--- config.mk ---
export PLATFORM = sky130hd
export DESIGN_NAME = tmr_chan
export DESIGN_NICKNAME = d
export VERILOG_FILES = /design/src/rtl/tmr_pkg.sv /design/src/rtl/tmr_src_sel.sv /design/src/rtl/tmr_prescale.sv /design/src/rtl/tmr_rd_mux.sv /design/src/rtl/tmr_chan.sv
export SDC_FILE = /design/constraint.sdc
export NUM_CORES = 1
export LEC_CHECK = 0
export BUFFER_PORTS_ARGS = -buffer_cell sky130_fd_sc_hd__buf_2
export CAP_MARGIN = 5
export CORE_MARGIN = 4
export CORE_UTILIZATION = 50
export CTS_CLUSTER_DIAMETER = 120
export DETAILED_ROUTE_END_ITERATION = 10
export PLACE_DENSITY = 0.78
export SLEW_MARGIN = 20
export SYNTH_ARGS = -nofsm -noshare
export SYNTH_HDL_FRONTEND = slang
export SYNTH_SLANG_ARGS = --single-unit
--- constraint.sdc ---
create_clock -name clk -period 7.2 [get_ports clk]
set_input_delay 0 -clock clk [delete_from_list [all_inputs] [get_ports clk]]
set_output_delay 0 -clock clk [all_outputs]
set_load 0.05 [all_outputs]
--- src/rtl/tmr_pkg.sv ---
package tmr_pkg;
    localparam int TMR_W   = 32;
    localparam int ADDR_W  = 4;
    localparam int EXP_W   = 3;
    localparam int SRC_W   = 2;
    localparam int CTRL_W  = 1 + 1 + SRC_W + EXP_W;
    localparam int PRE_W   = (1 << EXP_W) - 1;

    localparam logic [ADDR_W-1:0] OFF_CTRL  = 4'h0;
    localparam logic [ADDR_W-1:0] OFF_IVAL  = 4'h4;
    localparam logic [ADDR_W-1:0] OFF_COUNT = 4'h8;
    localparam logic [ADDR_W-1:0] OFF_STAT  = 4'hC;

    localparam int BIT_EN     = 0;
    localparam int BIT_RELOAD = 1;
    localparam int SRC_LO     = 2;
    localparam int EXP_LO     = SRC_LO + SRC_W;

    localparam logic [CTRL_W-1:0] CTRL_RESET = 7'h04;

    typedef enum logic [SRC_W-1:0] {
        SRC_SLOW  = 2'd0,
        SRC_FAST  = 2'd1,
        SRC_PLL   = 2'd2,
        SRC_UNDEF = 2'd3
    } src_e;

    typedef struct packed {
        logic [CTRL_W-1:0] ctrl;
        logic [TMR_W-1:0]  interval;
        logic [TMR_W-1:0]  count;
        logic              pending;
    } chan_st_t;
endpackage

--- src/rtl/tmr_src_sel.sv ---
module tmr_src_sel
    import tmr_pkg::*;
(
    input  logic [SRC_W-1:0] src_code,
    input  logic             slow_stb,
    input  logic             fast_stb,
    output logic             sel_stb
);
    always_comb begin
        unique case (src_e'(src_code))
            SRC_SLOW:  sel_stb = slow_stb;
            SRC_FAST:  sel_stb = fast_stb;
            SRC_PLL:   sel_stb = fast_stb;
            SRC_UNDEF: sel_stb = fast_stb;
            default:   sel_stb = fast_stb;
        endcase
    end
endmodule

--- src/rtl/tmr_prescale.sv ---
module tmr_prescale #(
    parameter int EXP_W = 3,
    localparam int PRE_W = (1 << EXP_W) - 1
) (
    input  logic             clk,
    input  logic             rst_n,
    input  logic             clear,
    input  logic             advance,
    input  logic [EXP_W-1:0] exponent,
    output logic             tick,
    output logic [PRE_W-1:0] pre_cnt
);
    logic [PRE_W-1:0] pre_d, pre_q;
    logic [PRE_W-1:0] pre_inc;
    logic [PRE_W-1:0] mask;

    always_comb begin
        pre_inc = pre_q + PRE_W'(1);
        mask    = ~({PRE_W{1'b1}} << exponent);
        pre_d   = pre_q;
        tick    = 1'b0;
        if (clear) begin
            pre_d = '0;
        end else if (advance) begin
            pre_d = pre_inc;
            tick  = ((pre_inc & mask) == '0);
        end
    end

    always_ff @(posedge clk or negedge rst_n) begin
        if (!rst_n) pre_q <= '0;
        else        pre_q <= pre_d;
    end

    assign pre_cnt = pre_q;
endmodule

--- src/rtl/tmr_rd_mux.sv ---
module tmr_rd_mux
    import tmr_pkg::*;
(
    input  logic [ADDR_W-1:0] addr,
    input  logic [CTRL_W-1:0] ctrl,
    input  logic [TMR_W-1:0]  interval,
    input  logic [TMR_W-1:0]  count,
    input  logic              pending,
    output logic [TMR_W-1:0]  rdata
);
    always_comb begin
        unique case (addr)
            OFF_CTRL:  rdata = TMR_W'(ctrl);
            OFF_IVAL:  rdata = interval;
            OFF_COUNT: rdata = count;
            OFF_STAT:  rdata = TMR_W'(pending);
            default:   rdata = '0;
        endcase
    end
endmodule

--- src/rtl/tmr_chan.sv ---
module tmr_chan
    import tmr_pkg::*;
(
    input  logic              clk,
    input  logic              rst_n,
    input  logic              slow_stb,
    input  logic              fast_stb,
    input  logic              wr_en,
    input  logic [ADDR_W-1:0] addr,
    input  logic [TMR_W-1:0]  wdata,
    output logic [TMR_W-1:0]  rdata,
    output logic              irq
);
    chan_st_t st_d, st_q;

    logic              ctrl_wr, ival_wr, stat_wr;
    logic              sel_stb, advance, tick, expire;
    logic [PRE_W-1:0]  pre_cnt;
    logic [CTRL_W-1:0] ctrl_q;
    logic [TMR_W-1:0]  interval_q, count_q;
    logic              pending_q;

    assign ctrl_q     = st_q.ctrl;
    assign interval_q = st_q.interval;
    assign count_q    = st_q.count;
    assign pending_q  = st_q.pending;

    assign ctrl_wr = wr_en && (addr == OFF_CTRL);
    assign ival_wr = wr_en && (addr == OFF_IVAL);
    assign stat_wr = wr_en && (addr == OFF_STAT);

    tmr_src_sel u_src (
        .src_code (ctrl_q[SRC_LO +: SRC_W]),
        .slow_stb (slow_stb),
        .fast_stb (fast_stb),
        .sel_stb  (sel_stb)
    );

    assign advance = ctrl_q[BIT_EN] && sel_stb && !ctrl_wr;

    tmr_prescale #(.EXP_W(EXP_W)) u_pre (
        .clk      (clk),
        .rst_n    (rst_n),
        .clear    (ctrl_wr),
        .advance  (advance),
        .exponent (ctrl_q[EXP_LO +: EXP_W]),
        .tick     (tick),
        .pre_cnt  (pre_cnt)
    );

    assign expire = tick && (count_q <= TMR_W'(1));

    always_comb begin
        st_d = st_q;
        if (ctrl_wr) begin
            st_d.ctrl = wdata[CTRL_W-1:0];
            if (wdata[BIT_RELOAD]) st_d.count = st_q.interval;
        end else if (tick) begin
            st_d.count = expire ? st_q.interval : st_q.count - TMR_W'(1);
        end
        if (ival_wr) st_d.interval = wdata;
        if (stat_wr && wdata[0]) st_d.pending = 1'b0;
        if (expire) st_d.pending = 1'b1;
    end

    always_ff @(posedge clk or negedge rst_n) begin
        if (!rst_n) begin
            st_q.ctrl     <= CTRL_RESET;
            st_q.interval <= '0;
            st_q.count    <= '0;
            st_q.pending  <= 1'b0;
        end else begin
            st_q <= st_d;
        end
    end

    tmr_rd_mux u_rd (
        .addr     (addr),
        .ctrl     (ctrl_q),
        .interval (interval_q),
        .count    (count_q),
        .pending  (pending_q),
        .rdata    (rdata)
    );

    assign irq = pending_q;
endmodule

-- Yosys cells after proc, flatten, opt, wreduce, memory -nomap -nowiden
Index checks and enable logic that the tools add are counted.
Widths: inputs -> output; s select.
- add/subtract/negate cells: 2
- order comparisons: 1
- equal/unequal tests: 7
- shift operators: 1
- multiplexer cells: 12
- bitwise logic cells: 2
- reduce and logical (&&, ||, !) cells: 16
- operator list (cell ; number):
    $mux 32 ; 4
    $pmux 32 s4 ; 1
    $le 32x1->1 const B ; 1
    $sub 32x1->32 const B ; 1
    $mux 7 ; 2
    $eq 4x4->1 const B ; 2
    $add 7x1->7 const B ; 1
    $and 7x7->7 ; 1
    $logic_and 1x1->1 ; 7
    $logic_not 7->1 ; 1
    $not 7->7 ; 1
    $shl 7x3->7 const A ; 1
    $reduce_bool 2->1 ; 3
    $eq 2x2->1 const B ; 2
    $eq 4x3->1 const B ; 1
    $logic_not 4->1 ; 1
    $mux 1 ; 4
    $reduce_or 3->1 ; 1
    $eq 2x1->1 const B ; 1
    $logic_not 2->1 ; 1
    $ne 2x2->1 const B ; 1
    $pmux 1 s2 ; 1
    $reduce_and 2->1 ; 1
    $logic_not 1->1 ; 1
- flip-flop bits (word level): 79
- bits of input ports: 41
- output and inout port bits: 33
- logic and storage cells: 46

-- Longest topological paths before layout
Gate-level depths: netlist of the first run.
- depth in word-level cells: 11
- depth in mapped cells: 10
- depth with buffers taken out: 8

-- Cells and area by module
From an unflattened synthesis of the first run, not the netlist that was laid out.
- cells, all modules: 483
- area, all modules: 4770.8 µm²
- by module, submodules not included (module ; times used ; cells an instance ; area each (µm²) ; sequential area each (µm²)):
    tmr_chan ; 1 ; 363 ; 3743.6 ; 1803.0
    tmr_rd_mux ; 1 ; 62 ; 526.8 ; 0.0
    tmr_prescale ; 1 ; 56 ; 485.5 ; 175.2
    tmr_src_sel ; 1 ; 2 ; 15.0 ; 0.0

-- Least setup slack after synthesis of the first run
OpenSTA, ideal clock, no wires.
- kind: reg2reg
- from: register u_pre.pre_q[0] (netlist: u_pre.pre_cnt[0])
- to: register count_q[30] (netlist name)
- library setup time: 121 ps
- data arrival time: 2707 ps
- required time: 7079 ps
- path slack: 4372 ps
- stages on the path, launching flop included: 10
- path buffers: 1
- period minus slack after synthesis: 2828 ps
- cells stage by stage: dfrtp_1 -> ha_1 -> xnor2_1 -> nor2_1 -> or4_1 -> or4_4 -> o21a_1 -> buf_6 -> mux2_1 -> o22a_1
- longest elaborated chain between the ends: 9
- elaborated cells between the ends (all ways): 11
- those cells by class: add/sub (1); mux (5); bitwise (1); reduce/logical (4)
- RTL lines (element ; line ; RTL):
    from (decl) ; tmr_prescale.sv:13 ; logic [PRE_W-1:0] pre_d, pre_q;
    from (signal assigned) ; tmr_prescale.sv:32 ; else pre_q <= pre_d;
    $add 7x1->7 (*) ; tmr_prescale.sv:18 ; pre_inc = pre_q + PRE_W'(1);
    $and 7x7->7 (*) ; tmr_prescale.sv:26 ; tick = ((pre_inc & mask) == '0);
    $logic_not 7->1 (*) ; tmr_prescale.sv:26 ;
    $mux 1 (*) ; tmr_prescale.sv:24 ; end else if (advance) begin
    $mux 1 (*) ; tmr_prescale.sv:22 ; if (clear) begin
    $logic_and 1x1->1 ; tmr_chan.sv:51 ; assign expire = tick && (count_q <= TMR_W'(1));
    $mux 32 ; tmr_chan.sv:59 ; st_d.count = expire ? st_q.interval : st_q.count - TMR_W'(1);
    $mux 32 ; tmr_chan.sv:58 ; end else if (tick) begin
    $mux 32 ; tmr_chan.sv:55 ; if (ctrl_wr) begin
Mark *: on every way between the ends. The rest lies on a longest branch, timed or not. The select of a mux whose other input is x is not followed.
A chain may end at the register's enable or synchronous reset.

-- Final worst setup path of the first run
- from: register count_q[11] (netlist name)
- to: register count_q[30] (netlist name)
- longest elaborated chain between the ends: 5
- elaborated cells between the ends (all ways): 6
- those cells by class: add/sub (1); order compare (1); mux (3); reduce/logical (1)
- RTL lines (element ; line):
    $le 32x1->1 ; tmr_chan.sv:51
    $logic_and 1x1->1 ; tmr_chan.sv:51
    $mux 32 (*) ; tmr_chan.sv:59
    $mux 32 (*) ; tmr_chan.sv:58
    $mux 32 (*) ; tmr_chan.sv:55
Marked as above.

==> impl_table.tex, run 1 <==
\begin{tabular}{lr}
\hline
Metric & Value \\
\hline
\multicolumn{2}{l}{\textbf{Status}} \\
Run status & completed \\
\multicolumn{2}{l}{\textbf{Synth}} \\
Most common cell in the netlist & sky130\_fd\_sc\_hd\_\_nand2\_1 \\
Flops \& latches, synth & 79 \\
Share of cell area taken by muxes after synthesis & 11.6\% \\
Fraction of synthesized cell area in xor and xnor cells & 1.56\% \\
Number of flops mapped to enable cells by yosys & 0 \\
Post-synthesis compound-gate area fraction & 13.8\% \\
Post-synth top flop & sky130\_fd\_sc\_hd\_\_dfrtp\_1 \\
Simple-gate portion of the synthesized area & a little under a quarter \\
Share of flip-flops with an asynchronous set or reset & 100\% \\
Number of standard cells after synthesis & 482 \\
Main combinational cell family by area after synthesis & simple AND/OR/NAND/NOR gates \\
Synth top cells by count & sky130\_fd\_sc\_hd\_\_nand2\_1 (80), sky130\_fd\_sc\_hd\_\_dfrtp\_1 (78), sky130\_fd\_sc\_hd\_\_nand3\_1 (38) \\
Top post-synthesis cells by area & sky130\_fd\_sc\_hd\_\_dfrtp\_1 (43\%), sky130\_fd\_sc\_hd\_\_mux2\_2 (8.3\%), sky130\_fd\_sc\_hd\_\_nand2\_1 (6.7\%) \\
Post-synthesis sequential area ratio & 44.0\% \\
Fraction of the mapped netlist area in adder cells & less than 1\% \\
Dominant cell type by area after synthesis & sky130\_fd\_sc\_hd\_\_dfrtp\_1 \\
Number of warnings reported in the yosys synthesis log & 0 \\
Number of distinct library cells after synthesis & 47 \\
Avg Cell Area, Syn & 9.33 um\^{}2 \\
Cell area after synthesis & roughly 4500 um\^{}2 \\
Net count after synthesis & 526 \\
Share of Yosys cell area claimed by the top area cell type & a little over two fifths \\
\multicolumn{2}{l}{\textbf{Power and ir drop}} \\
Power density of the placed cells & 227 nW/um\^{}2 \\
Static Leak & 0.00256 uW \\
VDD IR max & around 0.00014 V \\
\multicolumn{2}{l}{\textbf{Floorplan}} \\
Initial Utilization & 51.6\% \\
Die Area & 10,600 um\^{}2 \\
Die outline height & 103 um \\
Count of standard-cell rows & 34 \\
Core Region & 8720 um\^{}2 \\
Boundary Pins & 74 \\
Overall die width & 103 um \\
\multicolumn{2}{l}{\textbf{Routing}} \\
Via/cell ratio & about 6 \\
Count of antenna-violating nets left after detailed routing & 0 \\
Iteration-0 DRC count of the detailed router & roughly 250 \\
Routed length per instance & approximately 17 um \\
Post-detailed-route DRC marker count & 0 \\
Vias post-DR & 4,115 \\
Sum of routed wire length over all layers & 11.5 mm \\
Detailed-routing iteration count for the pre-antenna-repair pass & 4 \\
\multicolumn{2}{l}{\textbf{Critical path}} \\
Setup Crit Path Kind & flip-flop to flip-flop \\
Endpoint kind of the worst setup timing path & flip-flop \\
Crit Path Max Fanout & 38 \\
Largest stage delay, worst path & just over 0.5 ns \\
Total buffers and inverters traversed by the critical path & 1 \\
Internal reg-to-reg setup slack & 3.89 ns \\
CP delay by family, top & simple AND/OR/NAND/NOR gates \\
Critical Path AT & 3.55 ns \\
Slowest CP cell & sky130\_fd\_sc\_hd\_\_or4\_1 \\
Worst Setup Start Kind & flip-flop \\
Launching point of the worst reg2reg path & count\_q[11]\$\_DFFE\_PN0P\_ \\
Worst-path cell chain & or3\_1 -> or4\_1 -> nor3\_1 -> nand4\_1 -> o21a\_1 -> buf\_4 -> mux2\_1 -> o22a\_1 \\
Terminus of the critical flop-to-flop path & count\_q[30]\$\_DFFE\_PN0P\_ \\
Data required time at the worst endpoint & 7.44 ns \\
Cells on worst reg2reg path & 8 \\
\multicolumn{2}{l}{\textbf{Layout}} \\
Number of standard cells in the final layout excluding fillers & 686 \\
Sequential cell area & 1980 um\^{}2 \\
Signed area change from the synthesized netlist to the final layout & 20.4\% \\
Fill cell count & between 700 and 800 \\
Finished Core Util & 62.1\% \\
\# diodes & 0 \\
Proportion of layout cells with a drive suffix above 1 & 23.2\% \\
Final layout net count & 618 \\
Multi-input gate area & 2320 um\^{}2 \\
Cell area after layout & 5420 um\^{}2 \\
\multicolumn{2}{l}{\textbf{Hold path}} \\
Worst hold path endpoint & irq\$\_DFFE\_PN0P\_ \\
Worst Hold Class & input pin to flip-flop \\
Depth of the worst hold-timing path & 4 \\
Startpoint of the tightest hold check path & wr\_en \\
\multicolumn{2}{l}{\textbf{Place}} \\
HPWL Detailed & 7.75 mm \\
Number of port buffers & 73 \\
Final GP Congestion & 0.863 \\
Cell area after placement & 4910 um\^{}2 \\
Count of placed standard cells including taps & 638 \\
\multicolumn{2}{l}{\textbf{STA}} \\
Setup TNS & 0 ns \\
Number of setup violations in the final report & 0 \\
Highest clock frequency the design can meet & 302 MHz \\
Post-route fraction of the period consumed by the critical path & a little under half \\
Final-report hold violation count & 0 \\
Unrepaired setup endpoints after global routing & false \\
Max-slew violation total from the final report & 0 \\
Min Clock Period, post-route & about 3.3 ns \\
Post-Route Skew & 0.00619 ns \\
Worst slew pin tran & 0.776 ns \\
Remaining max-slew budget at the tightest pin & 47.8\% \\
\multicolumn{2}{l}{\textbf{Clocking}} \\
Clock Tree Buf Depth & 2 \\
H-tree levels & 3 \\
Clock tree root driver cell & sky130\_fd\_sc\_hd\_\_clkbuf\_8 \\
Clk\_lat worst skew & 0.35 ns \\
Clk pin slew, worst setup/hold paths & 0.08 ns \\
Clock sink count & 79 \\
TritonCTS clock tree & yes \\
Num CTS Buffers & 9 \\
Post-cts sizing count & 0 \\
\multicolumn{2}{l}{\textbf{GRT}} \\
Number of antenna violations at the first check in global routing & 0 \\
Total gr overflow & 0 \\
Largest net degree at the start of global routing & 80 \\
Overall fraction of global-route tracks in use & 22.9\% \\
Wire length of the first global-routing pass & 19.2 mm \\
Vias in the first global route & 4,118 \\
\multicolumn{2}{l}{\textbf{Flow run}} \\
Number of max-capacitance violations reported & 0 \\
\hline
\end{tabular}
what timing repair did:
action,in CTS,in global routing
setup buffers,0,0
hold buffers,33,0
hold endpoints to repair,117,0
worst max path at each step:
stage / startpoint / end / slack (ns) / cells after the start
after global routing: count_q[11]$_DFFE_PN0P_ / count_q[20]$_DFFE_PN0P_ / 3.66 / 8
after CTS: count_q[11]$_DFFE_PN0P_ / count_q[30]$_DFFE_PN0P_ / 3.92 / 8
final: count_q[11]$_DFFE_PN0P_ / count_q[30]$_DFFE_PN0P_ / 3.89 / 8
after global placement: count_q[11]$_DFFE_PN0P_ / count_q[30]$_DFFE_PN0P_ / 4.10 / 8
after floorplan: u_pre.pre_cnt[0]$_DFFE_PN0P_ / count_q[30]$_DFFE_PN0P_ / 4.37 / 9
after detailed placement: count_q[11]$_DFFE_PN0P_ / count_q[30]$_DFFE_PN0P_ / 3.94 / 8
layer usage:
metal	global-route usage [%]	routed length, um	vias to the layer above
li1	-	-	1949
met1	28.9	4880	1983
met2	39.6	5740	164
met3	4.33	760	19
met4	7.57	168	0
met5	0	0	-
state kept, by name, summed over array words and instances, names as in the netlist:
| name | count |
|---|---|
| count_q | 32 |
| ctrl_q | 7 |
| interval_q | 32 |
| irq | 1 |
| u_pre.pre_cnt | 7 |
stage by stage:
stage | power [uW] | hold slack (ns) | setup slack [ns]
floorplan | 815 | -0.296 | 4.37
global placement | 884 | 0.212 | 4.10
detailed placement | 900 | 0.221 | 3.94
CTS | 1230 | 0.0321 | 3.92
global route | 1300 | 0.0526 | 3.66
finish | 1230 | 0.0471 | 3.89
worst reg2reg max path, cell delays in order (launching register included):
cell	delay, ns
sky130_fd_sc_hd__dfrtp_1	0.43
sky130_fd_sc_hd__or3_1	0.44
sky130_fd_sc_hd__or4_1	0.51
sky130_fd_sc_hd__nor3_1	0.45
sky130_fd_sc_hd__nand4_1	0.26
sky130_fd_sc_hd__o21a_1	0.24
sky130_fd_sc_hd__buf_4	0.27
sky130_fd_sc_hd__mux2_1	0.40
sky130_fd_sc_hd__o22a_1	0.20
final cells by class:
cell class	instances	share of cell area, %
Clock inverter	4	0.877
Clock buffer	11	2.42
Tap cell	108	2.49
Sequential cell	79	36.5
Multi-Input combinational cell	356	42.8
Inverter	16	1.11
Timing Repair Buffer	112	13.8
cells by family (layout without fill, tap and decap cells):
group | after synthesis | count (layout)
AND/OR/NAND/NOR | 211 | 211
multiplexers | 48 | 48
adder cells (fa/ha/maj) | 3 | 3
buffers and inverters | 47 | 143
AO/OA/AOI/OAI | 86 | 86
XOR/XNOR | 8 | 8
flip-flops | 79 | 79
layout by cell type, fill, tap and decap left out, types with 17 or more instances in the layout:
cell type	synthesis	layout
sky130_fd_sc_hd__a22o_1	25	25
sky130_fd_sc_hd__nand4_1	18	18
sky130_fd_sc_hd__dfrtp_1	78	78
sky130_fd_sc_hd__buf_2	6	72
sky130_fd_sc_hd__dlygate4sd3_1	0	33
sky130_fd_sc_hd__o21ai_0	17	17
sky130_fd_sc_hd__mux2_2	33	33
sky130_fd_sc_hd__or4_1	17	17
sky130_fd_sc_hd__nand3_1	38	38
sky130_fd_sc_hd__nand2_1	80	80
report_power, final:
group	internal, uW	total (uW)	switching (uW)
sequential	530	624	94.1
clock	158	318	161
combinational	125	285	160
total	813	1230	415
Power figures use the tool's default switching activity.
==> run 2, diff against run 1 <==
- ABC_AREA: not set -> 1
- PLACE_DENSITY: 0.78 -> 0.77
- clock period: 7.2 -> 3.11 ns (I/O delays scaled with it)
==> run 2 against run 1 <==
Via count is 27% higher. Largest power group is now combinational cells. Total power rose to 3.8 times the previous value. Design area up 11%. Clock skew grew 0.0015 ns. Die area up 11%. Cell count up 44%. Count of clock-buffer cells in the layout is the same. Sequential cell count stayed put. Utilization shrank 0.71 points. Non-clock buffer count fell by 2. Clock power rose to 2.5 times the previous value.
==> impl_table.tex, run 2 <==
\begin{tabular}{lr}
\hline
Metric & Value \\
\hline
\multicolumn{2}{l}{\textbf{Status}} \\
Run status & completed \\
\multicolumn{2}{l}{\textbf{Critical path}} \\
Worst Setup Start Kind & flip-flop \\
Worst-path cell chain & inv\_1 -> ha\_1 -> o21ai\_0 -> nor2\_1 -> nand3\_1 -> nor2\_1 -> nand3\_4 -> nand2\_4 -> nand2\_1 -> nand3\_1 -> nand2\_1 \\
Total buffers and inverters traversed by the critical path & 1 (unchanged) \\
Endpoint kind of the worst setup timing path & flip-flop \\
CP delay by family, top & simple AND/OR/NAND/NOR gates \\
Critical Path AT & 2.48 ns (-1.07 ns) \\
Data required time at the worst endpoint & 3.36 ns (-4.08 ns) \\
Setup Crit Path Kind & flip-flop to flip-flop \\
Crit Path Max Fanout & 32 (-16\%) \\
Largest stage delay, worst path & 0.44 ns (-0.07 ns) \\
Slowest CP cell & sky130\_fd\_sc\_hd\_\_dfrtp\_1 \\
\multicolumn{2}{l}{\textbf{Synth}} \\
Number of flops mapped to enable cells by yosys & 0 (unchanged) \\
Post-synth top flop & sky130\_fd\_sc\_hd\_\_dfrtp\_1 \\
Number of standard cells after synthesis & 757 (+57\%) \\
Flops \& latches, synth & 79 (unchanged) \\
Share of flip-flops with an asynchronous set or reset & 100\% (unchanged) \\
Cell area after synthesis & 5030 um\^{}2 (+12\%) \\
Number of distinct library cells after synthesis & 28 (-40\%) \\
Top post-synthesis cells by area & sky130\_fd\_sc\_hd\_\_dfrtp\_1 (39\%), sky130\_fd\_sc\_hd\_\_nand2\_1 (16\%), sky130\_fd\_sc\_hd\_\_nand3\_1 (9.1\%) \\
Dominant cell type by area after synthesis & sky130\_fd\_sc\_hd\_\_dfrtp\_1 \\
Net count after synthesis & 801 (+52\%) \\
Avg Cell Area, Syn & 6.64 um\^{}2 (-29\%) \\
Post-synthesis sequential area ratio & 39.4\% (-4.6 points) \\
Number of warnings reported in the yosys synthesis log & 0 (unchanged) \\
Share of Yosys cell area claimed by the top area cell type & 38.8\% (-4.5 points) \\
Most common cell in the netlist & sky130\_fd\_sc\_hd\_\_nand2\_1 \\
Synth top cells by count & sky130\_fd\_sc\_hd\_\_nand2\_1 (210), sky130\_fd\_sc\_hd\_\_inv\_1 (110), sky130\_fd\_sc\_hd\_\_nor2\_1 (105) \\
\multicolumn{2}{l}{\textbf{Routing}} \\
Vias post-DR & 5,245 (+27\%) \\
Sum of routed wire length over all layers & 14.2 mm (+23\%) \\
Via/cell ratio & 5.31 (-12\%) \\
Detailed-routing iteration count for the pre-antenna-repair pass & 5 (+1) \\
Routed length per instance & 14.3 um (-15\%) \\
Iteration-0 DRC count of the detailed router & 370 (+46\%) \\
Count of antenna-violating nets left after detailed routing & 0 (unchanged) \\
Post-detailed-route DRC marker count & 0 (unchanged) \\
\multicolumn{2}{l}{\textbf{Layout}} \\
Most frequent standard cell in the layout excluding fill and tap cells & sky130\_fd\_sc\_hd\_\_nand2\_1 \\
Proportion of layout cells with a drive suffix above 1 & 12.6\% (-11 points) \\
Most used cells in the layout excluding fill and tap cells & sky130\_fd\_sc\_hd\_\_nand2\_1 (209), sky130\_fd\_sc\_hd\_\_inv\_1 (110), sky130\_fd\_sc\_hd\_\_nor2\_1 (105), sky130\_fd\_sc\_hd\_\_nand3\_1 (91), sky130\_fd\_sc\_hd\_\_dfrtp\_1 (78) \\
Multi-input gate area & 2500 um\^{}2 (+7.7\%) \\
Signed area change from the synthesized netlist to the final layout & 19.5\% \\
\# diodes & 0 (unchanged) \\
Fill cell count & 915 (+29\%) \\
Sequential cell area & 1980 um\^{}2 (unchanged) \\
Final layout net count & 894 (+45\%) \\
\multicolumn{2}{l}{\textbf{STA}} \\
Min Clock Period, post-route & 2.23 ns (-1.09 ns) \\
Post-route fraction of the period consumed by the critical path & 71.6\% (+26 points) \\
Max-slew violation total from the final report & 0 (unchanged) \\
Final-report hold violation count & 0 (unchanged) \\
Post-Route Skew & 0.00769 ns (+0.00150 ns) \\
Number of setup violations in the final report & 0 (unchanged) \\
Unrepaired setup endpoints after global routing & false \\
Remaining max-slew budget at the tightest pin & 28.5\% (-19 points) \\
Worst slew pin tran & 1.07 ns (+0.295 ns) \\
Setup TNS & 0 ns (unchanged) \\
Highest clock frequency the design can meet & 449 MHz (+49\%) \\
\multicolumn{2}{l}{\textbf{Clocking}} \\
Num CTS Buffers & 9 (unchanged) \\
TritonCTS clock tree & yes \\
H-tree levels & 3 (unchanged) \\
Number of setup buffers added after CTS & 0 (unchanged) \\
Clk pin slew, worst setup/hold paths & 0.08 ns (about the same) \\
Clock sink count & 79 (unchanged) \\
Post-cts sizing count & 0 (unchanged) \\
Clock tree root driver cell & sky130\_fd\_sc\_hd\_\_clkbuf\_8 \\
Clk\_lat worst skew & 0.36 ns (about the same) \\
Clock Tree Buf Depth & 2 (unchanged) \\
\multicolumn{2}{l}{\textbf{Power and ir drop}} \\
Static Leak & 0.00322 uW (+26\%) \\
Power density of the placed cells & 779 nW/um\^{}2 (+240\%) \\
Post-layout total power & 4670 uW (+280\%) \\
VDD IR max & 0.000330 V (+140\%) \\
\multicolumn{2}{l}{\textbf{Place}} \\
Final GP Congestion & 0.908 (+5.2\%) \\
Number of port buffers & 73 (unchanged) \\
HPWL Detailed & 9.73 mm (+26\%) \\
\multicolumn{2}{l}{\textbf{Flow run}} \\
Number of max-capacitance violations reported & 0 (unchanged) \\
\multicolumn{2}{l}{\textbf{GRT}} \\
Number of antenna violations at the first check in global routing & 0 (unchanged) \\
Total gr overflow & 0 (unchanged) \\
Vias in the first global route & 4,976 (+21\%) \\
Largest net degree at the start of global routing & 80 (unchanged) \\
Overall fraction of global-route tracks in use & 25.4\% (+2.6 points) \\
Wire length of the first global-routing pass & 23.7 mm (+23\%) \\
\multicolumn{2}{l}{\textbf{Floorplan}} \\
Boundary Pins & 74 (unchanged) \\
Overall die width & 108 um (+5.2\%) \\
Die Area & 11,700 um\^{}2 (+11\%) \\
Count of standard-cell rows & 36 (+5.9\%) \\
Core Region & 9770 um\^{}2 (+12\%) \\
Die outline height & 108 um (+5.2\%) \\
Initial Utilization & 51.4\% (-0.17 points) \\
\multicolumn{2}{l}{\textbf{Hold path}} \\
Worst Hold Class & input pin to flip-flop \\
\hline
\end{tabular}
run 2: cell types whose count changed in the layout (fill, tap and decap cells not counted), moves of 25 or more:
cell,change
sky130_fd_sc_hd__a22o_1,-25
sky130_fd_sc_hd__inv_1,+94
sky130_fd_sc_hd__mux2_2,-33
sky130_fd_sc_hd__nand2_1,+129
sky130_fd_sc_hd__nand3_1,+53
sky130_fd_sc_hd__nor2_1,+89
run 2: final timing paths:
kind | from | end | slack, ns | cells after the start
hold reg to reg | interval_q[3]$_DFFE_PN0P_ | interval_q[3]$_DFFE_PN0P_ | 0.50 | 2
min in group asynchronous | rst_n | interval_q[0]$_DFFE_PN0P_ | 0.23 | 2
hold / removal | addr[2] | irq$_DFFE_PN0P_ | 0.08 | 6
setup / recovery | count_q[0]$_DFFE_PN0P_ | count_q[12]$_DFFE_PN0P_ | 0.88 | 11
setup reg to reg | count_q[0]$_DFFE_PN0P_ | count_q[12]$_DFFE_PN0P_ | 0.88 | 11
max in group asynchronous | rst_n | count_q[29]$_DFFE_PN0P_ | 2.36 | 2
run 2: metrics by stage:
stage                     hold slack, ns  area (um^2)  worst slack, ns  utilization [%]  cells
final                             0.0825         6000            0.885             61.4    988
after global routing               0.117         6000            0.673             61.4    988
after CTS                         0.0735         6000            0.886             61.4    988
after detailed placement           0.244         5450            0.921             55.8    938
after global placement             0.237         5450             1.02             55.8    938
after floorplan                   -0.296         5030             1.39                -    757
run 2: final cells by class:
type	count	share of cell area, %
Clock buffer	11	2.52
Clock inverter	5	0.938
Inverter	112	7.00
Multi-Input combinational cell	538	41.6
Sequential cell	79	32.9
Tap cell	133	2.77
Timing Repair Buffer	110	12.2
run 2: cells by family after synthesis:
logic type	Yosys count	synth area share, %
compound gates	87	9.86
fa+ha+maj	3	0.747
simple gates	433	36.4
buf+inv	140	11.0
flops	79	39.4
xor+xnor	15	2.61
run 2: metal layers:
metal	vias to the layer above	global-route usage [%]	part of all wire [%]
met5	-	0	0
met4	0	7.57	1.6
met3	17	4.78	6.1
met2	169	39.9	46
met1	2481	36.0	46
li1	2578	-	-
run 2: where the power goes:
part           leakage [uW]  internal [uW]  switching (uW)
combinational       0.00215            738            1490
sequential         0.000963           1330             307
clock              0.000105            413             395
total               0.00322           2480            2190
run 2: repair_timing:
item                                    4_1_cts  5_1_grt
endpoints found under the hold margin       118        0
endpoints found under the setup margin        0        0
hold buffers                                 34        0
run 2: worst register-to-register path: cells and delay by family, from the launching register on:
kind	cells	cell delay (ns)
simple gates	8	1.13
buf+inv	1	0.14
fa+ha+maj	1	0.28
compound gates	1	0.12
flops	1	0.44
